<file path="config.mk">
export PLATFORM = sky130hd
export DESIGN_NAME = cmd_collector
export DESIGN_NICKNAME = d
export VERILOG_FILES = /design/src/rtl/cmd_collector_pkg.sv /design/src/rtl/cmd_code_decode.sv /design/src/rtl/cmd_word_buffer.sv /design/src/rtl/cmd_verdict.sv /design/src/rtl/cmd_collector.sv
export SDC_FILE = /design/constraint.sdc
export NUM_CORES = 1
export LEC_CHECK = 0
export ABC_AREA = 1
export CORE_MARGIN = 8
export CORE_UTILIZATION = 49
export CTS_CLUSTER_SIZE = 10
export DETAILED_ROUTE_END_ITERATION = 7
export PLACE_DENSITY = 0.92
export RECOVER_POWER = 100
export SYNTH_ARGS = -nofsm -noshare
export SYNTH_HDL_FRONTEND = slang
export SYNTH_SLANG_ARGS = --single-unit
</file>
<file path="constraint.sdc">
create_clock -name clk_i -period 12.15 [get_ports clk_i]
set_clock_uncertainty 0.15 [all_clocks]
set_input_delay 3.0375 -clock clk_i [delete_from_list [all_inputs] [get_ports clk_i]]
set_output_delay 3.0375 -clock clk_i [all_outputs]
set_load 0.02 [all_outputs]
</file>
<file path="src/rtl/cmd_collector_pkg.sv">
package cmd_collector_pkg;

  typedef enum logic [3:0] {
    CMD_NONE     = 4'd0,
    CMD_CFG      = 4'd1,
    CMD_ISSUE    = 4'd2,
    CMD_UNPLUG   = 4'd3,
    CMD_RINGS    = 4'd4,
    CMD_DEV_RST  = 4'd5,
    CMD_BUS_RST  = 4'd6,
    CMD_MSG_RING = 4'd7,
    CMD_ADP_RST  = 4'd8,
    CMD_ABORT    = 4'd9,
    CMD_END      = 4'd10
  } cmd_e;

  localparam logic [31:0] ST_OK   = 32'h0000_0000;
  localparam logic [31:0] ST_MORE = 32'h0000_0001;
  localparam logic [31:0] ST_FAIL = 32'hFFFF_FFFF;

  localparam logic [7:0] CFG_WORDS  = 8'd6;
  localparam logic [7:0] RING_WORDS = 8'd4;
  localparam logic [7:0] PAIR_WORDS = 8'd2;

  // parameter words a command needs before it completes
  function automatic logic [7:0] need_words(cmd_e c);
    case (c)
      CMD_CFG:                          need_words = CFG_WORDS;
      CMD_RINGS:                        need_words = RING_WORDS;
      CMD_DEV_RST, CMD_MSG_RING,
      CMD_ABORT:                        need_words = PAIR_WORDS;
      default:                          need_words = 8'd0;
    endcase
  endfunction

endpackage

</file>
<file path="src/rtl/cmd_code_decode.sv">
module cmd_code_decode
  import cmd_collector_pkg::*;
(
  input  logic [31:0] code_i,
  output cmd_e        cmd_o
);
  // full-width compare: high bits set never alias a valid code
  always_comb begin
    if (code_i > 32'd0 && code_i < 32'(CMD_END)) cmd_o = cmd_e'(code_i[3:0]);
    else                                          cmd_o = CMD_NONE;
  end
endmodule

</file>
<file path="src/rtl/cmd_word_buffer.sv">
module cmd_word_buffer #(
  parameter int unsigned ARG_WORDS = 6,
  localparam int unsigned CNT_W    = $clog2(ARG_WORDS + 1)
) (
  input  logic                      clk_i,
  input  logic                      rst_ni,
  input  logic                      clear_i,
  input  logic                      push_i,
  input  logic [31:0]               word_i,
  output logic [CNT_W-1:0]          cnt_o,
  output logic [ARG_WORDS*32-1:0]   args_o
);
  logic [CNT_W-1:0] cnt_q;
  logic             room;

  assign room  = cnt_q < CNT_W'(ARG_WORDS);
  assign cnt_o = cnt_q;

  always_ff @(posedge clk_i or negedge rst_ni) begin
    if (!rst_ni)              cnt_q <= '0;
    else if (clear_i)         cnt_q <= '0;
    else if (push_i && room)  cnt_q <= cnt_q + 1'b1;
  end

  for (genvar k = 0; k < ARG_WORDS; k++) begin : g_slot
    logic [31:0] slot_q;
    logic        hit;
    assign hit = push_i && (cnt_q == CNT_W'(k));
    always_ff @(posedge clk_i or negedge rst_ni) begin
      if (!rst_ni)  slot_q <= '0;
      else if (hit) slot_q <= word_i;
    end
    // forward the word being written so the completing cycle sees it
    assign args_o[k*32 +: 32] = hit ? word_i : slot_q;
  end
endmodule

</file>
<file path="src/rtl/cmd_verdict.sv">
module cmd_verdict
  import cmd_collector_pkg::*;
#(
  parameter int unsigned ARG_WORDS = 6,
  parameter int unsigned MAX_PAGES = 32
) (
  input  cmd_e                     cmd_i,
  input  logic [ARG_WORDS*32-1:0]  args_i,
  input  logic [31:0]              ext_result_i,
  output logic [31:0]              result_o,
  output logic                     ext_o
);
  logic [31:0] req_pages, cmp_pages;
  logic        pages_ok;

  assign req_pages = args_i[31:0];
  assign cmp_pages = args_i[63:32];
  assign pages_ok  = (req_pages != 32'd0) && (req_pages <= 32'(MAX_PAGES)) &&
                     (cmp_pages != 32'd0) && (cmp_pages <= 32'(MAX_PAGES));

  always_comb begin
    ext_o    = 1'b0;
    result_o = ST_FAIL;
    case (cmd_i)
      CMD_RINGS: begin
        ext_o    = pages_ok;
        result_o = pages_ok ? ext_result_i : ST_FAIL;
      end
      CMD_DEV_RST, CMD_BUS_RST, CMD_MSG_RING, CMD_ADP_RST, CMD_ABORT: begin
        ext_o    = 1'b1;
        result_o = ext_result_i;
      end
      default: ;
    endcase
  end
endmodule

</file>
<file path="src/rtl/cmd_collector.sv">
module cmd_collector
  import cmd_collector_pkg::*;
#(
  parameter int unsigned ADDR_W    = 4,
  parameter int unsigned ARG_WORDS = 6,
  parameter int unsigned MAX_PAGES = 32,
  localparam int unsigned CNT_W    = $clog2(ARG_WORDS + 1)
) (
  input  logic                     clk_i,
  input  logic                     rst_ni,
  input  logic                     bus_wr_i,
  input  logic                     bus_rd_i,
  input  logic [ADDR_W-1:0]        bus_addr_i,
  input  logic [31:0]              bus_wdata_i,
  output logic [31:0]              bus_rdata_o,
  output logic                     exec_o,
  output logic [3:0]               exec_cmd_o,
  output logic [ARG_WORDS*32-1:0]  exec_args_o,
  input  logic [31:0]              exec_result_i
);
  localparam logic [ADDR_W-1:0] OFF_CMD    = ADDR_W'(0);
  localparam logic [ADDR_W-1:0] OFF_DATA   = ADDR_W'(4);
  localparam logic [ADDR_W-1:0] OFF_STATUS = ADDR_W'(8);

  cmd_e             cur_q, dec_cmd, eval_cmd;
  logic [31:0]      status_q, rdata_q, result;
  logic [CNT_W-1:0] cnt_q;
  logic [7:0]       have_words;
  logic             wr_cmd, wr_dat, done, ext;

  assign wr_cmd = bus_wr_i && (bus_addr_i == OFF_CMD);
  assign wr_dat = bus_wr_i && (bus_addr_i == OFF_DATA);

  cmd_code_decode u_dec (
    .code_i (bus_wdata_i),
    .cmd_o  (dec_cmd)
  );

  cmd_word_buffer #(.ARG_WORDS(ARG_WORDS)) u_buf (
    .clk_i   (clk_i),
    .rst_ni  (rst_ni),
    .clear_i (wr_cmd || done),
    .push_i  (wr_dat),
    .word_i  (bus_wdata_i),
    .cnt_o   (cnt_q),
    .args_o  (exec_args_o)
  );

  assign eval_cmd   = wr_cmd ? dec_cmd : cur_q;
  assign have_words = wr_cmd ? 8'd0 : (8'(cnt_q) + 8'(wr_dat));
  assign done       = (wr_cmd || wr_dat) && (have_words >= need_words(eval_cmd));

  cmd_verdict #(.ARG_WORDS(ARG_WORDS), .MAX_PAGES(MAX_PAGES)) u_verdict (
    .cmd_i        (eval_cmd),
    .args_i       (exec_args_o),
    .ext_result_i (exec_result_i),
    .result_o     (result),
    .ext_o        (ext)
  );

  assign exec_o     = done && ext;
  assign exec_cmd_o = eval_cmd;

  always_ff @(posedge clk_i or negedge rst_ni) begin
    if (!rst_ni) begin
      cur_q    <= CMD_NONE;
      status_q <= ST_OK;
    end else if (done) begin
      cur_q    <= CMD_NONE;
      status_q <= result;
    end else if (wr_cmd) begin
      cur_q    <= dec_cmd;
      status_q <= ST_MORE;
    end
  end

  always_ff @(posedge clk_i or negedge rst_ni) begin
    if (!rst_ni)       rdata_q <= '0;
    else if (bus_rd_i) rdata_q <= (bus_addr_i == OFF_STATUS) ? status_q : 32'd0;
  end
  assign bus_rdata_o = rdata_q;
endmodule

</file>
; Word-level counts from Yosys, hierarchy flattened
; Cells that the tools add are included.
[word_totals]
register_bits = 263
output_inout_bits = 229
elab_cells = 76
[classes]
add_sub_neg = 2
magnitude_cmp = 6
n_eq_ne = 14
muxes = 19
reduce_logical = 25
[op_table]
columns = cell, count
row1 = two-way mux 32 bit, 10
row2 = <= comparator 32 x 6 -> 1 bit (second input constant), 2
row3 = case mux 32 bit (2 select lines), 1
row4 = nonzero test 32 bit, 2
row5 = > comparator 32 x 1 -> 1 bit (second input constant), 1
row6 = less-than comparator 32 x 4 -> 1 bit (second input constant), 1
row7 = == test 4 x 3 -> 1 bit (second input constant), 5
row8 = two-way mux 4 bit, 4
row9 = logical AND 1 bit, 15
row10 = == test 4 bit (second input constant), 3
row11 = case mux 3 bit (3 select lines), 1
row12 = >= comparator 4 x 8 -> 1 bit, 1
row13 = == test 3 x 2 -> 1 bit (second input constant), 2
row14 = == test 3 bit (second input constant), 2
row15 = two-way mux 3 bit, 2
row16 = OR reduction 5 bit, 1
row17 = adder 3 x 1 -> 4 bit, 1
row18 = == test 4 x 1 -> 1 bit (second input constant), 1
row19 = zero test 4 bit, 1
row20 = nonzero test 2 bit, 2
row21 = adder 3 x 1 -> 3 bit (second input constant), 1
row22 = == test 3 x 1 -> 1 bit (second input constant), 1
row23 = zero test 3 bit, 1
row24 = less-than comparator 3 bit (second input constant), 1
row25 = 3 further kinds, 4

; Depth between registers and ports, before layout
[logic_depth]
word_depth = 11
mapped_depth = 21
mapped_depth_nobuf = 20

; Hierarchy
; Synthesis repeated with hierarchy kept, for this count alone.
[unflattened]
hier_cells = 1388
area_unflattened_um2 = 11604.9
[by_module_without_submodules]
columns = module, instances, cells_each, area_each_um2
row1 = cmd_word_buffer, 1, 788, 7558.5
row2 = cmd_collector, 1, 336, 2951.6
row3 = cmd_verdict, 1, 227, 940.9
row4 = cmd_code_decode, 1, 37, 153.9

; Worst setup path before layout
; Ideal clock, no wire load.
[synth_path]
kind = in2out
startpoint = input bus_addr_i[1]
endpoint = output exec_o
t_arrival_ns = 5.826
path_slack_ns = 3.137
stages = 18
n_path_buf = 1
cell_sequence = nor2_4 nand2_1 inv_1 nand2_1 nor2_4 nand4_1 nand2_1 inv_1 nand2_2 clkbuf_1 a21oi_1 ha_1 o21ai_0 nand2_1 a21oi_1 a21oi_1 nand2_1 a21oi_1
[synth_between]
elab_cells_between_ends = 33
classes_between = 1 x add/sub / 3 x order compare / 8 x eq/ne / 6 x mux / 15 x reduce/logical
[synth_lines]
columns = element, line
row1 = "start, declared", cmd_collector.sv:13  ; input logic [ADDR_W-1:0] bus_addr_i,
row2 = zero test 4 bit *, cmd_collector.sv:31  ; assign wr_cmd = bus_wr_i && (bus_addr_i == OFF_CMD);
row3 = logical AND 1 bit *, cmd_collector.sv:31
row4 = two-way mux 4 bit *, n/a
row5 = via exec_cmd_o[3], cmd_collector.sv:17  ; output logic [3:0] exec_cmd_o,
row6 = == test 4 x 3 -> 1 bit or == test 4 bit (tied branches), "cmd_collector_pkg.sv:27, cmd_verdict.sv:24"
row7 = OR reduction 3 bit, cmd_collector_pkg.sv:27  ; case (c)
row8 = case mux 3 bit (3 select lines), cmd_collector_pkg.sv:27
row9 = >= comparator 4 x 8 -> 1 bit, cmd_collector.sv:51  ; assign done = (wr_cmd || wr_dat) && (have_words >= need_words(eval_cmd));
row10 = logical AND 1 bit, cmd_collector.sv:51
row11 = logical AND 1 bit *, cmd_collector.sv:61  ; assign exec_o = done && ext;
row12 = "end, declared", cmd_collector.sv:16  ; output logic exec_o,
; Mark *: on every way through the listed nets, which the timed path passes. The rest lies on a longest branch.

; Worst setup path after layout
[layout_path]
startpoint = input bus_addr_i[2]
endpoint = output exec_o
[layout_between]
elab_chain_len = 10
elab_cells_between_ends = 33
classes_between = 1 x add/sub / 3 x order compare / 8 x eq/ne / 6 x mux / 15 x reduce/logical
[layout_rtl]
columns = element, line
row1 = == test 4 x 3 -> 1 bit, cmd_collector.sv:32  ; assign wr_dat = bus_wr_i && (bus_addr_i == OFF_DATA);
row2 = logical AND 1 bit, cmd_collector.sv:32
row3 = logical AND 1 bit, cmd_word_buffer.sv:28  ; assign hit = push_i && (cnt_q == CNT_W'(k));
row4 = two-way mux 32 bit, cmd_word_buffer.sv:34  ; assign args_o[k*32 +: 32] = hit ? word_i : slot_q;
row5 = <= comparator 32 x 6 -> 1 bit or nonzero test 32 bit (tied branches), cmd_verdict.sv:18  ; assign pages_ok = (req_pages != 32'd0) && (req_pages <= 32'(MAX_PAGES)) &&
row6 = logical AND 1 bit (2 in a row), cmd_verdict.sv:18
row7 = logical AND 1 bit, cmd_verdict.sv:19  ; (cmp_pages != 32'd0) && (cmp_pages <= 32'(MAX_PAGES));
row8 = case mux 1 bit (2 select lines), cmd_verdict.sv:24  ; case (cmd_i)
row9 = logical AND 1 bit *, cmd_collector.sv:61
; Every way passes the cells marked *; elsewhere a longest branch is shown, timed or not.

==> out/results.ini <==
[route]
routed_wl_mm = 38.7
firstDrtPassIters = 6
route.detailed.drc = 0
avgRoutedWirePerCell_um = 20.9
vias = 10248
wl_met1_mm = 14.6
antenna_violating_nets_post_route = 0
drt-initial-drc-count = 941
met2_length_mm = 18.2
met3_wire_len_mm = 3.45
viasPerCell = 5.53
topRoutingLayerUsed = met5

[clock_network]
cts.hold.buffers_added = 0
clk_latency_ns = 0.55
ctsHtreeMaxLevel = 1
cts.root.buffer_cell = clkbuf_16
cts_buffer_depth = 3
clock_sink_count = 263
tritoncts = done
clk_pin_slew_worst_paths_ns = 0.05
ctsResizeCount = 0
post_cts_buffers = 0
cts_made_buffers = 30

[critical_path]
r2r.worst_path.cells = 17
timing.critical_path.arrival_ns = 7.68
endpoint_kind = output pin
required_ns = 8.96
endpoint = exec_o
reg2reg_setup_slack_ns = 7.19
timing.setup.critical_path_class = in2out
worst_setup_path_startpoint = bus_addr_i[2]
crit_path_start_kind = input port
critical_path_peak_fanout = 33
worstReg2RegEnd = status_q[4]
critical_r2r_launch = u_buf.cnt_o[1]

[logic_synthesis]
synth_cells = 1291
post-synth-top-area-cell = dfrtp_1
ys_seq_area_frac = 0.592
synth_nets = 1372
synthesis.yosys.warnings = 0
synthesis.area_per_instance_sq_um = 8.61
synth.top_cells.by_area = dfrtp_1 59%, nand2_1 15%, o21ai_0 6.0%, inv_1 4.2%, nand3_1 2.7%
ys_types = 28
postSynth.topFlopCell = dfrtp_1
asyncSetResetFlopFracSynth = 1.00
synth_edf_count = 0
yosys_register_bits = 263
yosysTopAreaCellShare = 0.592
synth_area_sq_mm = 0.0111

[global_route]
globalRoute.totalOverflow = 0
grt_start_max_net_pins = 119
grt_antenna_before_repair = 2
globalRouteTotalUtil = 0.268
global_route_wire_length_before_repair_mm = 59.1
first_global_vias = 10259

[timing]
final.hold.worst_slack_ns = 0.328
timing.final.setup_violations = 0
worst_pin_slew_ns = 6.30
finalWorstPathRequiredPeriod_ns = 10.87
layout_setup_ws_ns = 1.28
max_slew_margin = -3.20
final_max_slew_viol_count = 475
max_freq_mhz = 92.0
rsz0062_at_grt = no
finalSetupTns_ns = 0
finalCritPeriodShare = 0.894
hold_viol_final = 0

[placed_design]
dp_slack_ns = 1.97
last_weighted_congestion_value_of_the_routability_driven_placer = 0.926
number_of_port_buffers = 300
dp_hpwl_mm = 26.9

[min_path]
hold_path.class = reg2reg
hold-path-cell-count = 2

[power]
p_per_area_mw_per_mm2 = 172
total_power_w = 0.00256
p_leak_nw = 7.60
vdd_drop_max_v = 0.000113

[die]
floorplan.die.height_um = 167
fp.coreArea_sq_mm = 0.0224
num_io_pins = 301
effective_utilization_at_floorplan = 0.495
die-width_um = 167
placement_row_count = 55
fp.dieArea_sq_mm = 0.0277

[final_layout]
insertedDiodeCount = 0
area_growth_syn_to_layout_pct = 34.5
drive_above_1_share = 0.0287
layout.core_utilization = 0.666
filler_cell_count_in_the_final_layout = 1707
nNetsFinal = 1644

[flow_run]
timing.max_cap.violations = 7

[status]
violations_in_the_final_reports = capacitance limit, slew limit
outcome = finished with violations

[area by class of cell]
cell class,instances,area [sq um],area share
Sequential cell,263,6580,0.440
Multi-Input combinational cell,832,3710,0.248
Timing Repair Buffer,309,3040,0.203
Clock buffer,34,766,0.0512
Inverter,127,477,0.0319
Tap cell,285,357,0.0239
Clock inverter,2,21.3,0.00142
[worst min-delay path by stage]
stage | from | to | slack [ns]
after detailed placement | status_q[7] | status_q[7] | 0.31
after global routing | status_q[31] | status_q[31] | 0.35
after floorplan | status_q[10] | status_q[10] | 0.30
after global placement | status_q[12] | status_q[12] | 0.31
after CTS | status_q[7] | status_q[7] | 0.33
final | status_q[7] | status_q[7] | 0.33
[per-layer routing]
layer,GRT usage,vias up
li1,-,4608
met4,0.152,4
met2,0.434,576
met3,0.0676,143
met5,0,-
met1,0.324,4917
[where the power goes]
group	switching, W	total, W	internal [W]
Combinational	0.000466	0.000722	0.000256
Sequential	0.0000554	0.00107	0.00101
Clock	0.000335	0.000772	0.000437
[cells in the final DEF, fill, tap and decap left out, types with 10 or more instances in the layout]
| cell | n |
|---|---|
| o21ai_0 | 150 |
| clkbuf_1 | 10 |
| nand3_1 | 61 |
| dlygate4sd3_1 | 231 |
| nor2_1 | 57 |
| nand2_1 | 459 |
| clkbuf_16 | 30 |
| clkdlybuf4s50_1 | 67 |
| dfrtp_1 | 263 |
| inv_1 | 126 |
| o22ai_1 | 32 |
| a21oi_1 | 39 |
[registers in the layout, summed over array words and instances (netlist names)]
| register | count |
|---|---|
| u_buf.g_slot.slot_q | 192 |
| cur_q | 4 |
| u_buf.cnt_o | 3 |
| bus_rdata_o | 32 |
| status_q | 32 |
[Yosys cell counts, types with 9 or more instances]
library cell,instances
nand3_1,60
o21ai_1,18
o22ai_1,32
nor2_1,56
o21ai_0,133
buf_2,14
nand2_1,457
ha_1,9
a21oi_1,39
nand4_1,9
buf_1,9
dfrtp_1,263
inv_1,125
clkbuf_1,37
[worst max-delay path, stage by stage]
cell	delay (ns)
dlygate4sd3_1	0.70
nand2_1	0.16
nor2_4	0.51
clkbuf_1	1.29
nand3_1	0.19
nand2_1	0.17
nand2_1	0.07
nor2_1	0.16
nand3_1	0.11
nor2_1	0.18
nand3_1	0.17
a21oi_1	0.17
dlygate4sd3_1	0.74
[per-stage QoR]
| step | std cells | area, sq um |
|---|---|---|
| floorplan | 1291 | 11100 |
| global placement | 1816 | 14200 |
| detailed placement | 1816 | 14200 |
| CTS | 1852 | 15000 |
| global route | 1852 | 14900 |
| finish | 1852 | 14900 |
[logic make-up after synthesis]
family | synth area share
flops | 0.592
simple gates | 0.219
compound gates | 0.105
xor+xnor | 0.000788
buf+inv | 0.0725
fa+ha+maj | 0.0101
Note: power is estimated with default switching activity, not from simulation.
